===== config.mk =====
export PLATFORM = sky130hd
export DESIGN_NAME = insn_predecode
export DESIGN_NICKNAME = d
export VERILOG_FILES = /design/src/rtl/insn_predecode.sv
export SDC_FILE = /design/constraint.sdc
export NUM_CORES = 1
export LEC_CHECK = 0
export CORE_MARGIN = 2
export CORE_UTILIZATION = 47
export DETAILED_ROUTE_END_ITERATION = 12
export GPL_TIMING_DRIVEN = 1
export PLACE_DENSITY = 0.95
export SETUP_SLACK_MARGIN = 0.3
export SYNTH_ARGS = -nofsm -noshare
export SYNTH_HDL_FRONTEND = slang
export SYNTH_SLANG_ARGS = --single-unit

===== constraint.sdc =====
create_clock -name vclk -period 5.5
set_input_delay 0.55 -clock vclk [all_inputs]
set_output_delay 0.55 -clock vclk [all_outputs]
set_load 0.005 [all_outputs]

===== src/rtl/insn_predecode.sv =====
module insn_predecode #(
  parameter int W = 16
) (
  input  logic [W-1:0] instr_i,
  input  logic [W-1:0] pc_i,
  input  logic         skip_i,
  output logic [1:0]   fmt_o,
  output logic         imm_o,
  output logic [1:0]   len_o,
  output logic [W-1:0] target_o,
  output logic [W-1:0] next_pc_o,
  output logic         push_o,
  output logic [5:0]   cycles_o
);
  localparam int DISP_W = 12;

  wire       is_ar = ~instr_i[15];
  wire       is_ls = instr_i[15:14] == 2'b10;
  wire       is_br = instr_i[15:13] == 3'b110;
  wire       is_mi = instr_i[15:13] == 3'b111;

  wire [4:0] ar_op = instr_i[14:10];
  wire [3:0] ar_a  = instr_i[9:6];
  wire [5:0] ar_b  = instr_i[5:0];
  wire [1:0] ls_op = instr_i[13:12];
  wire [3:0] ls_a  = instr_i[11:8];
  wire [7:0] ls_m  = instr_i[7:0];
  wire [4:0] mi_op = instr_i[12:8];

  wire ar_cmp = is_ar && ar_op >= 5'h16;

  assign fmt_o = is_ar ? 2'd0 : is_ls ? 2'd1 : is_br ? 2'd2 : 2'd3;

  assign imm_o = (is_ar && ar_b == 6'h10) ||
                 (is_ls && ls_m >= 8'h10 && ls_m <= 8'h2e) ||
                 (is_mi && mi_op == 5'd1);
  assign len_o = imm_o ? 2'd2 : 2'd1;

  assign target_o  = pc_i + {{(W-DISP_W){instr_i[DISP_W-1]}}, instr_i[DISP_W-1:0]};
  assign next_pc_o = is_br ? target_o : pc_i + W'(len_o);

  assign push_o = (is_br && instr_i[12]) || (is_mi && mi_op <= 5'd1);

  wire jump = is_br || (is_mi && mi_op <= 5'd1) ||
              (is_ar && !ar_cmp && ar_a == 4'hf) ||
              (is_ls && !ls_op[0] && ls_a == 4'hf);
  wire mem  = is_ls || push_o || (is_mi && (mi_op == 5'd2 || mi_op == 5'd3));

  logic [5:0] op_pen;
  always_comb begin
    op_pen = 6'd0;
    if (is_ar) begin
      case (ar_op)
        5'h0e, 5'h0f: op_pen = 6'd1;
        5'h10, 5'h11: op_pen = 6'd31;
        5'h12, 5'h13: op_pen = 6'd15;
        default:      op_pen = 6'd0;
      endcase
    end
  end

  assign cycles_o = 6'd1 + 6'(imm_o) + op_pen + 6'(jump) + 6'(mem) +
                    6'(ar_cmp && skip_i);
endmodule



After elaboration in Yosys (flattened, before gate mapping)
Index checks and enable logic that the tools add are counted.
{ "classes": {"n_addsub": 7, "magnitude_cmp": 4, "n_eq_ne": 15, "n_mux": 7, "n_bitwise": 1, "n_reduce_logical": 27} }
{ "ops": {"columns": ["operator", "count"], "rows": [
  ["$eq 5x5->1 const B", 4],
  ["$add 6x1->6", 3],
  ["$add 16x16->16", 1],
  ["$add 16x2->16", 1],
  ["$mux 16", 1],
  ["$pmux 5 s3", 1],
  ["$logic_and 1x1->1", 13],
  ["$eq 5x2->1 const B", 2],
  ["$eq 5x4->1 const B", 2],
  ["$logic_or 1x1->1", 9],
  ["$eq 4x4->1 const B", 2],
  ["$ge 8x5->1 const B", 1],
  ["$le 8x6->1 const B", 1],
  ["$add 2x6->6", 1],
  ["$eq 3x3->1 const B", 2],
  ["$eq 6x5->1 const B", 1],
  ["$mux 2", 3],
  ["$reduce_or 2->1", 3],
  ["$eq 5x1->1 const B", 1],
  ["$ge 5x5->1 const B", 1],
  ["$le 5x1->1 const B", 1],
  ["$mux 5", 1],
  ["$add 1x1->2 const A", 1],
  ["$eq 2x2->1 const B", 1],
  ["other kinds (3)", 4]
]} }
{ "totals": {"ff_bits": 0, "input_bits": 33, "output_inout_bits": 44, "elab_cells": 61} }

Depth between registers and ports, before layout
Gate-level depths: netlist of the first run.
{ "depth": {"depth_word": 10, "depth_mapped": 15, "depth_no_buf": 14} }

Worst setup path after synthesis of the first run
OpenSTA, ideal clock, no wires.
{ "synth_timing": {"path_kind": "input to output", "from": "input port instr_i[11]", "to": "output port cycles_o[4]", "t_arrival_ps": 3357, "t_required_ps": 4950, "setup_slack_ps": 1593, "stages": 15, "path_buffers": 1, "cell_sequence": "clkbuf_1 > nor2_1 > nand2_1 > nor4_1 > a22o_1 > inv_1 > ha_1 > fa_1 > inv_1 > ha_1 > inv_1 > fa_1 > inv_1 > a21oi_1 > xnor2_1"} }
{ "synth_via": {"elab_cells_between_ends": 39, "classes_between": "add/sub (5); order compare (2); eq/ne (10); mux (2); reduce/logical (20)"} }
{ "synth_lines": {"columns": ["element", "line_no", "rtl"], "rows": [
  ["from (decl)", "4", "input logic [W-1:0] instr_i,"],
  ["$eq 5x1->1", "36", "(is_mi && mi_op == 5'd1);"],
  ["$logic_and 1x1->1", "36", null],
  ["$logic_or 1x1->1", "35", "(is_ls && ls_m >= 8'h10 && ls_m <= 8'h2e) ||"],
  ["net imm_o", "8", "output logic imm_o,"],
  ["$add 1x1->2", "62", "assign cycles_o = 6'd1 + 6'(imm_o) + op_pen + 6'(jump) + 6'(mem) +"],
  ["$add 2x6->6", "62", null],
  ["$add 6x1->6 (3 in series)", "62", null],
  ["to (decl)", "13", "output logic [5:0] cycles_o"]
]} }
The timed path passes the listed nets, and every way through them passes these cells.

Final worst setup path of the first run
{ "layout_timing": {"from": "input port instr_i[13]", "to": "output port cycles_o[4]"} }
{ "layout_via": {"elab_chain_cells": 10, "elab_cells_between_ends": 35, "classes_between": "add/sub (5); order compare (1); eq/ne (8); mux (2); reduce/logical (19)"} }
{ "layout_lines": {"columns": ["element", "line_no"], "rows": [
  ["parallel branches: the longest is 9 deep, another holds $add 2x6->6", null],
  ["$add 6x1->6 *", "62"]
]} }
Mark *: on every way between the ends.

==> summary.md, run 1 <==
| Metric | Value |
|---|---|
| Status | `finished clean` |
| Routed wire length | `about 5200 um` |
| Worst Path Required | `4.95 ns` |
| Initial Utilization | `between 40% and 50%` |
| Top-count cell post-synth | `nand2_1` |
| Final Hold Fails | `0` |
| DR DRC count | `0` |
| Compound-Gate Fraction of Synth Area | `between 20% and 30%` |
| Gpl congestion | `~0.91` |
| Area leader, netlist | `ha_1` |
| Switch share | `between 40 and 50%` |
| Die Y | `roughly 63 um` |
| WP data arrival | `approximately 4.4 ns` |
| Vias in the first global route | `about 1900` |
| Final Critical Period | `about 4.9 ns` |
| Routed Antenna Nets | `0` |
| Largest cells by area after synthesis | `ha_1 18%, nand2_1 9.4%, xnor2_1 8.5%, xor2_1 8.0%, o21ai_0 5.5%` |
| Sequential cell area | `0 um2` |
| Post-Synth Adder-Cell Area | `between 20% and 30%` |
| Nets | `~370` |
| Final period utilization | `between 80% and 90%` |
| Hold Path Sink | `target_o[15]` |
| Global route overflow | `0` |
| Routed len/inst | `~15 um` |
| WHS Path Cells | `3` |
| Clock share of power | `0%` |
| Seq pwr share | `0%` |
| Simple-gate area share of the yosys netlist | `26.3%` |
| Post-layout util | `73.7%` |
| Slew @ Worst Pin | `0.461 ns` |
| Die ar. | `around 0.0040 mm2` |
| Fmax | `between 0.2 and 0.25 GHz` |
| Cells after Synth | `237` |
| Mux cell area share after synthesis | `under 10%` |
| Seq Cell Count | `0` |
| Via count | `roughly 2000` |
| Global-route wire length before repair | `around 8400 um` |
| Startpoint Class | `input pin` |
| I/O pins | `77` |
| RSZ-0062 raised after global routing | `no` |
| Die X | `around 63 um` |
| Core area | `approximately 0.0033 mm2` |
| Max FO, Critical Path | `7` |
| Rel. slew slack | `69.0%` |
| Largest net degree at the start of global routing | `18` |
| Hold WC Path Type | `input pin to primary output` |
| LEAKAGE | `1.04 nW` |
| Setup_tns | `0 ns` |
| Maximum vdd drop | `0.0631 mV` |
| Startpoint of the worst hold path | `pc_i[15]` |
| Internal | `approximately 0.15 mW` |
| Final setup violation count | `0` |
| Number of fillers in the final layout | `258` |
| Hold buffer count at CTS | `0` |
| Seq/Total Area, Yosys | `0%` |
| Power share of the combinational group | `100.0%` |
| Distinct cells, synth | `43` |
| Initial DRC Count | `roughly 120` |
| Yosys top cell area share | `a little under a fifth` |
| Largest family of logic cells by synthesized area | `simple AND/OR/NAND/NOR gates` |
| Share of layout cells above drive strength 1 | `under 10%` |
| Top cells by count, synth | `41 x nand2_1, 24 x ha_1, 18 x inv_1, 18 x o21ai_0, 17 x a21oi_1` |
| Footprint of the multi-input gates | `0.00154 mm2` |
| Synth warn | `0` |
| PortBufs | `77` |
| Row count | `21` |
| Final slew viol count | `0` |
| Setup CP Type | `input pin to primary output` |
| Vias per std cell | `~5.8` |
| Synthesized area | `roughly 0.0016 mm2` |
| First-pass DRT Iterations | `4` |
| Post-CTS setup buffers | `0` |
| Synthesized Nets | `between 200 and 300` |
| Max Cap Violations | `0` |
| Post-DP HPWL | `roughly 4400 um` |
| CP endpoint kind | `primary output` |
| Global Route Usage Sum | `about a quarter` |
| Area Overhead vs Synth | `49.8%` |
| Post-CTS sizing | `0` |
| Post-Syn Area per Cell | `approximately 6.9 um2` |
| Initial antenna violation count | `0` |
| Diode count | `0` |
| PD cells | `about 110 mW/mm2` |
| Net load switching power | `0.124 mW` |
| # clk buffers | `0` |
| Synth Area in XOR/XNOR | `approximately 18%` |
==> worst max path at each step <==
stage	from	endpoint	slack (ns)	cells after the start
after floorplan	instr_i[11]	cycles_o[4]	1.59	15
after global placement	instr_i[13]	cycles_o[4]	0.69	15
after detailed placement	instr_i[13]	cycles_o[4]	0.58	15
after CTS	instr_i[13]	cycles_o[4]	0.60	15
after global routing	instr_i[13]	cycles_o[4]	0.33	15
final	instr_i[13]	cycles_o[4]	0.60	15
==> layout make-up <==
type	instances	area share, %
multi-input cells	212	62.6
repair buffers	80	32.3
inverters	18	2.75
well taps	46	2.34
==> placed cells by master (no fill, tap or decap), types with 2 or more instances in the layout <==
master and count:
o21a_1 2, xnor2_1 16, clkdlybuf4s50_1 77, nor3_1 6, and4_1 3, nand3_1 8
nand2b_1 4, inv_1 18, a21o_1 5, nor2_1 10, and3_1 2, o21ai_0 18
fa_1 4, and2_1 2, nor4_1 3, nand2_1 41, o211ai_1 3, xor2_1 15
ha_1 24, a21oi_1 17, mux2_2 3, buf_4 3, nand4_1 5, nand4b_1 2
==> worst max-delay path: stages <==
cell             delay, ns
clkdlybuf4s50_1       0.59
nand2_1               0.11
nor4_1                0.42
a22o_1                0.31
inv_1                 0.11
ha_1                  0.32
fa_1                  0.47
inv_1                 0.07
ha_1                  0.16
inv_1                 0.06
fa_1                  0.40
inv_1                 0.07
a21oi_1               0.07
xnor2_1               0.13
clkdlybuf4s50_1       0.51
==> metal layers <==
metal	vias to the layer above	global-route usage (%)	share of wire, %
met5	-	0	0
met4	0	5.83	2.2
met3	12	3.57	8.3
met2	107	44.9	49
met1	941	30.8	40
li1	991	-	-
==> per-stage QoR <==
step	setup WS, ns	hold slack (ns)	instances	instance area, um2	power [mW]
3_5_place_dp	0.580	2.13	356	2460	0.274
2_1_floorplan	1.59	1.16	237	1640	0.131
5_1_grt	0.330	2.15	356	2460	0.298
6_report	0.596	2.14	356	2460	0.276
4_1_cts	0.595	2.14	356	2460	0.275
3_3_place_gp	0.691	2.12	356	2460	0.266
==> logic make-up (layout without fill, tap and decap cells) <==
family,count (synthesis),in the layout
XOR/XNOR,32,32
buffers and inverters,25,98
adder cells (fa/ha/maj),28,28
AND/OR/NAND/NOR,90,90
AO/OA/AOI/OAI,59,59
multiplexers,3,3
==> power by group through the flow <==
stage / Sequential [mW] / Clock, mW / Combinational, mW
6_report: 0 / 0 / 0.276
5_1_grt: 0 / 0 / 0.298
4_1_cts: 0 / 0 / 0.275
3_5_place_dp: 0 / 0 / 0.274
3_3_place_gp: 0 / 0 / 0.266
2_1_floorplan: 0 / 0 / 0.131
Note: power is estimated with default switching activity, not from simulation.
==> run 2, diff against run 1 <==
CAP_MARGIN = 5   (was default)
==> results of run 2 <==
No change in the layout: final DEF, timing and power equal those of run 1.
==> run 3, diff against run 2 <==
REMOVE_ABC_BUFFERS = 1   (was default)
==> summary.md, run 3 (synthesized netlist as in run 1, its figures left out) <==
| Metric | Value |
|---|---|
| Gpl congestion | `0.926 (was 0.908)` |
| CP Depth | `15 (unchanged)` |
| Area Overhead vs Synth | `50.2% (was 49.8%)` |
| Maximum vdd drop | `0.0648 mV (was 0.0631 mV)` |
| Slew @ Worst Pin | `0.420 ns (was 0.461 ns)` |
| CP dominant cell by count | `inv_1 (unchanged)` |
| Critical path, cell by cell | `clkdlybuf4s50_1, nand2_1, nor4_2, a22o_1, inv_1, ha_1, fa_1, inv_1, ha_1, inv_1, fa_1, inv_1, a21oi_1, xnor2_1, clkdlybuf4s50_1 (was clkdlybuf4s50_1, nand2_1, nor4_1, a22o_1, inv_1, ha_1, fa_1, inv_1, ha_1, inv_1, fa_1, inv_1, a21oi_1, xnor2_1, clkdlybuf4s50_1)` |
| Share of layout cells above drive strength 1 | `5.48% (was 5.16%)` |
| Die Y | `63.1 um (unchanged)` |
| Footprint of the multi-input gates | `0.00155 mm2 (was 0.00154 mm2)` |
| Placed insts | `356 (unchanged)` |
| Number of fillers in the final layout | `273 (was 258)` |
| Routed wire length | `4940 um (was 5190 um)` |
| Worst Path Required | `4.95 ns (about the same)` |
| Vias per std cell | `5.50 (was 5.76)` |
| Seq Cell Count | `0 (unchanged)` |
| Buffers and inverters on the worst path | `6 (unchanged)` |
| Final Critical Period | `4.86 ns (was 4.90 ns)` |
| Initial DRC Count | `145 (was 115)` |
| Startpoint Class | `input pin (unchanged)` |
| PortBufs | `77 (unchanged)` |
| Global route overflow | `0 (unchanged)` |
| Final slew viol count | `0 (unchanged)` |
| First-pass DRT Iterations | `4 (unchanged)` |
| Final Hold Fails | `0 (unchanged)` |
| Rel. slew slack | `71.9% (was 69.0%)` |
| Global-route wire length before repair | `8610 um (was 8410 um)` |
| Most frequent cells in the layout | `77 x clkdlybuf4s50_1, 41 x nand2_1, 24 x ha_1, 18 x inv_1, 18 x o21ai_0 (unchanged)` |
| Largest net degree at the start of global routing | `18 (unchanged)` |
| Initial antenna violation count | `0 (unchanged)` |
| Startpoint of the worst hold path | `pc_i[15] (unchanged)` |
| PD cells | `111 mW/mm2 (was 112 mW/mm2)` |
| Cell family with most CP delay | `buffers and inverters (unchanged)` |
| Via count | `1958 (was 2051)` |
| Initial Utilization | `49.2% (unchanged)` |
| Worst setup path startpoint | `instr_i[13] (unchanged)` |
| Max FO, Critical Path | `7 (unchanged)` |
| Fmax | `0.206 GHz (was 0.204 GHz)` |
| Final period utilization | `88.4% (was 89.2%)` |
| Most common cell after layout, fill and taps aside | `clkdlybuf4s50_1 (unchanged)` |
| Die ar. | `0.00398 mm2 (unchanged)` |
| LEAKAGE | `1.04 nW (about the same)` |
| Slowest cell delay on critical path | `0.59 ns (about the same)` |
| Hold WC Path Type | `input pin to primary output (unchanged)` |
| Row count | `21 (unchanged)` |
| Die X | `63.1 um (unchanged)` |
| # clk buffers | `0 (unchanged)` |
| Core area | `0.00334 mm2 (unchanged)` |
| Setup_tns | `0 ns (unchanged)` |
| Global Route Usage Sum | `25.4% (was 24.8%)` |
| I/O pins | `77 (unchanged)` |
| Sequential cell area | `0 um2 (unchanged)` |
| Vias in the first global route | `1872 (was 1895)` |
| Final setup violation count | `0 (unchanged)` |
| Routed len/inst | `13.9 um (was 14.6 um)` |
| Diode count | `0 (unchanged)` |
| Max Cap Violations | `0 (unchanged)` |
| CP endpoint kind | `primary output (unchanged)` |
| Setup CP Type | `input pin to primary output (unchanged)` |
| WHS Path Cells | `3 (unchanged)` |
| Routed Antenna Nets | `0 (unchanged)` |
| Post-DP HPWL | `4190 um (was 4350 um)` |
| Nets | `373 (unchanged)` |
| Status | `finished clean (unchanged)` |
| DR DRC count | `0 (unchanged)` |
| Layout Cells excl Fill | `356 (unchanged)` |
| RSZ-0062 raised after global routing | `no (unchanged)` |
| WP data arrival | `4.31 ns (was 4.35 ns)` |
| Critical-path top delay cell | `clkdlybuf4s50_1 (unchanged)` |
## run 3: changes by cell type in the layout (fill, tap and decap cells not counted)
cell,delta
nor4_2,+1
nor4_1,-1
## run 3: final cells by class
type                            instances  share of cell area, %
Tap cell                               46                   2.34
Inverter                               18                   2.74
Multi-Input combinational cell        212                   62.7
Timing Repair Buffer                   80                   32.2
## run 3: per-stage QoR
| stage | utilization [%] | worst slack [ns] | cell area [um2] | hold slack (ns) | total power, mW |
|---|---|---|---|---|---|
| floorplan | - | 1.76 | 1610 | 1.14 | 0.128 |
| global placement | 73.7 | 0.676 | 2460 | 2.11 | 0.264 |
| detailed placement | 73.7 | 0.517 | 2460 | 2.12 | 0.271 |
| CTS | 73.7 | 0.519 | 2460 | 2.12 | 0.272 |
| global route | 73.9 | 0.453 | 2460 | 2.15 | 0.297 |
| finish | 73.9 | 0.641 | 2460 | 2.12 | 0.272 |
## run 3: report_power, final
part | switching, mW | leakage [nW] | internal [mW]
clock network | 0 | 0 | 0
registers | 0 | 0 | 0
logic | 0.121 | 1.04 | 0.152
total | 0.121 | 1.04 | 0.152
## run 3: timing repair
action / CTS / global route
gates resized for setup: 0 / 1
hold buffers: 0 / 0
setup endpoints to repair: 0 / 2
buffers inserted: 0 / 0
## run 3: worst min-delay path, stage by stage
cell             delay, ns
clkdlybuf4s50_1       0.51
xor2_1                0.08
clkdlybuf4s50_1       0.43
## run 3: path summary, 6_finish.rpt
path	end	slack, ns
worst max-delay path	cycles_o[4]	0.64
worst min-delay path	target_o[15]	2.12
## run 3: per-layer routing
| layer | share of wire [%] | vias up | wire (um) | GRT usage (%) |
|---|---|---|---|---|
| li1 | - | 984 | - | - |
| met1 | 44 | 906 | 2190 | 32.6 |
| met2 | 50 | 64 | 2480 | 47.3 |
| met3 | 5.1 | 4 | 250 | 2.32 |
| met4 | 0.40 | 0 | 20 | 1.94 |
| met5 | 0 | - | 0 | 0 |
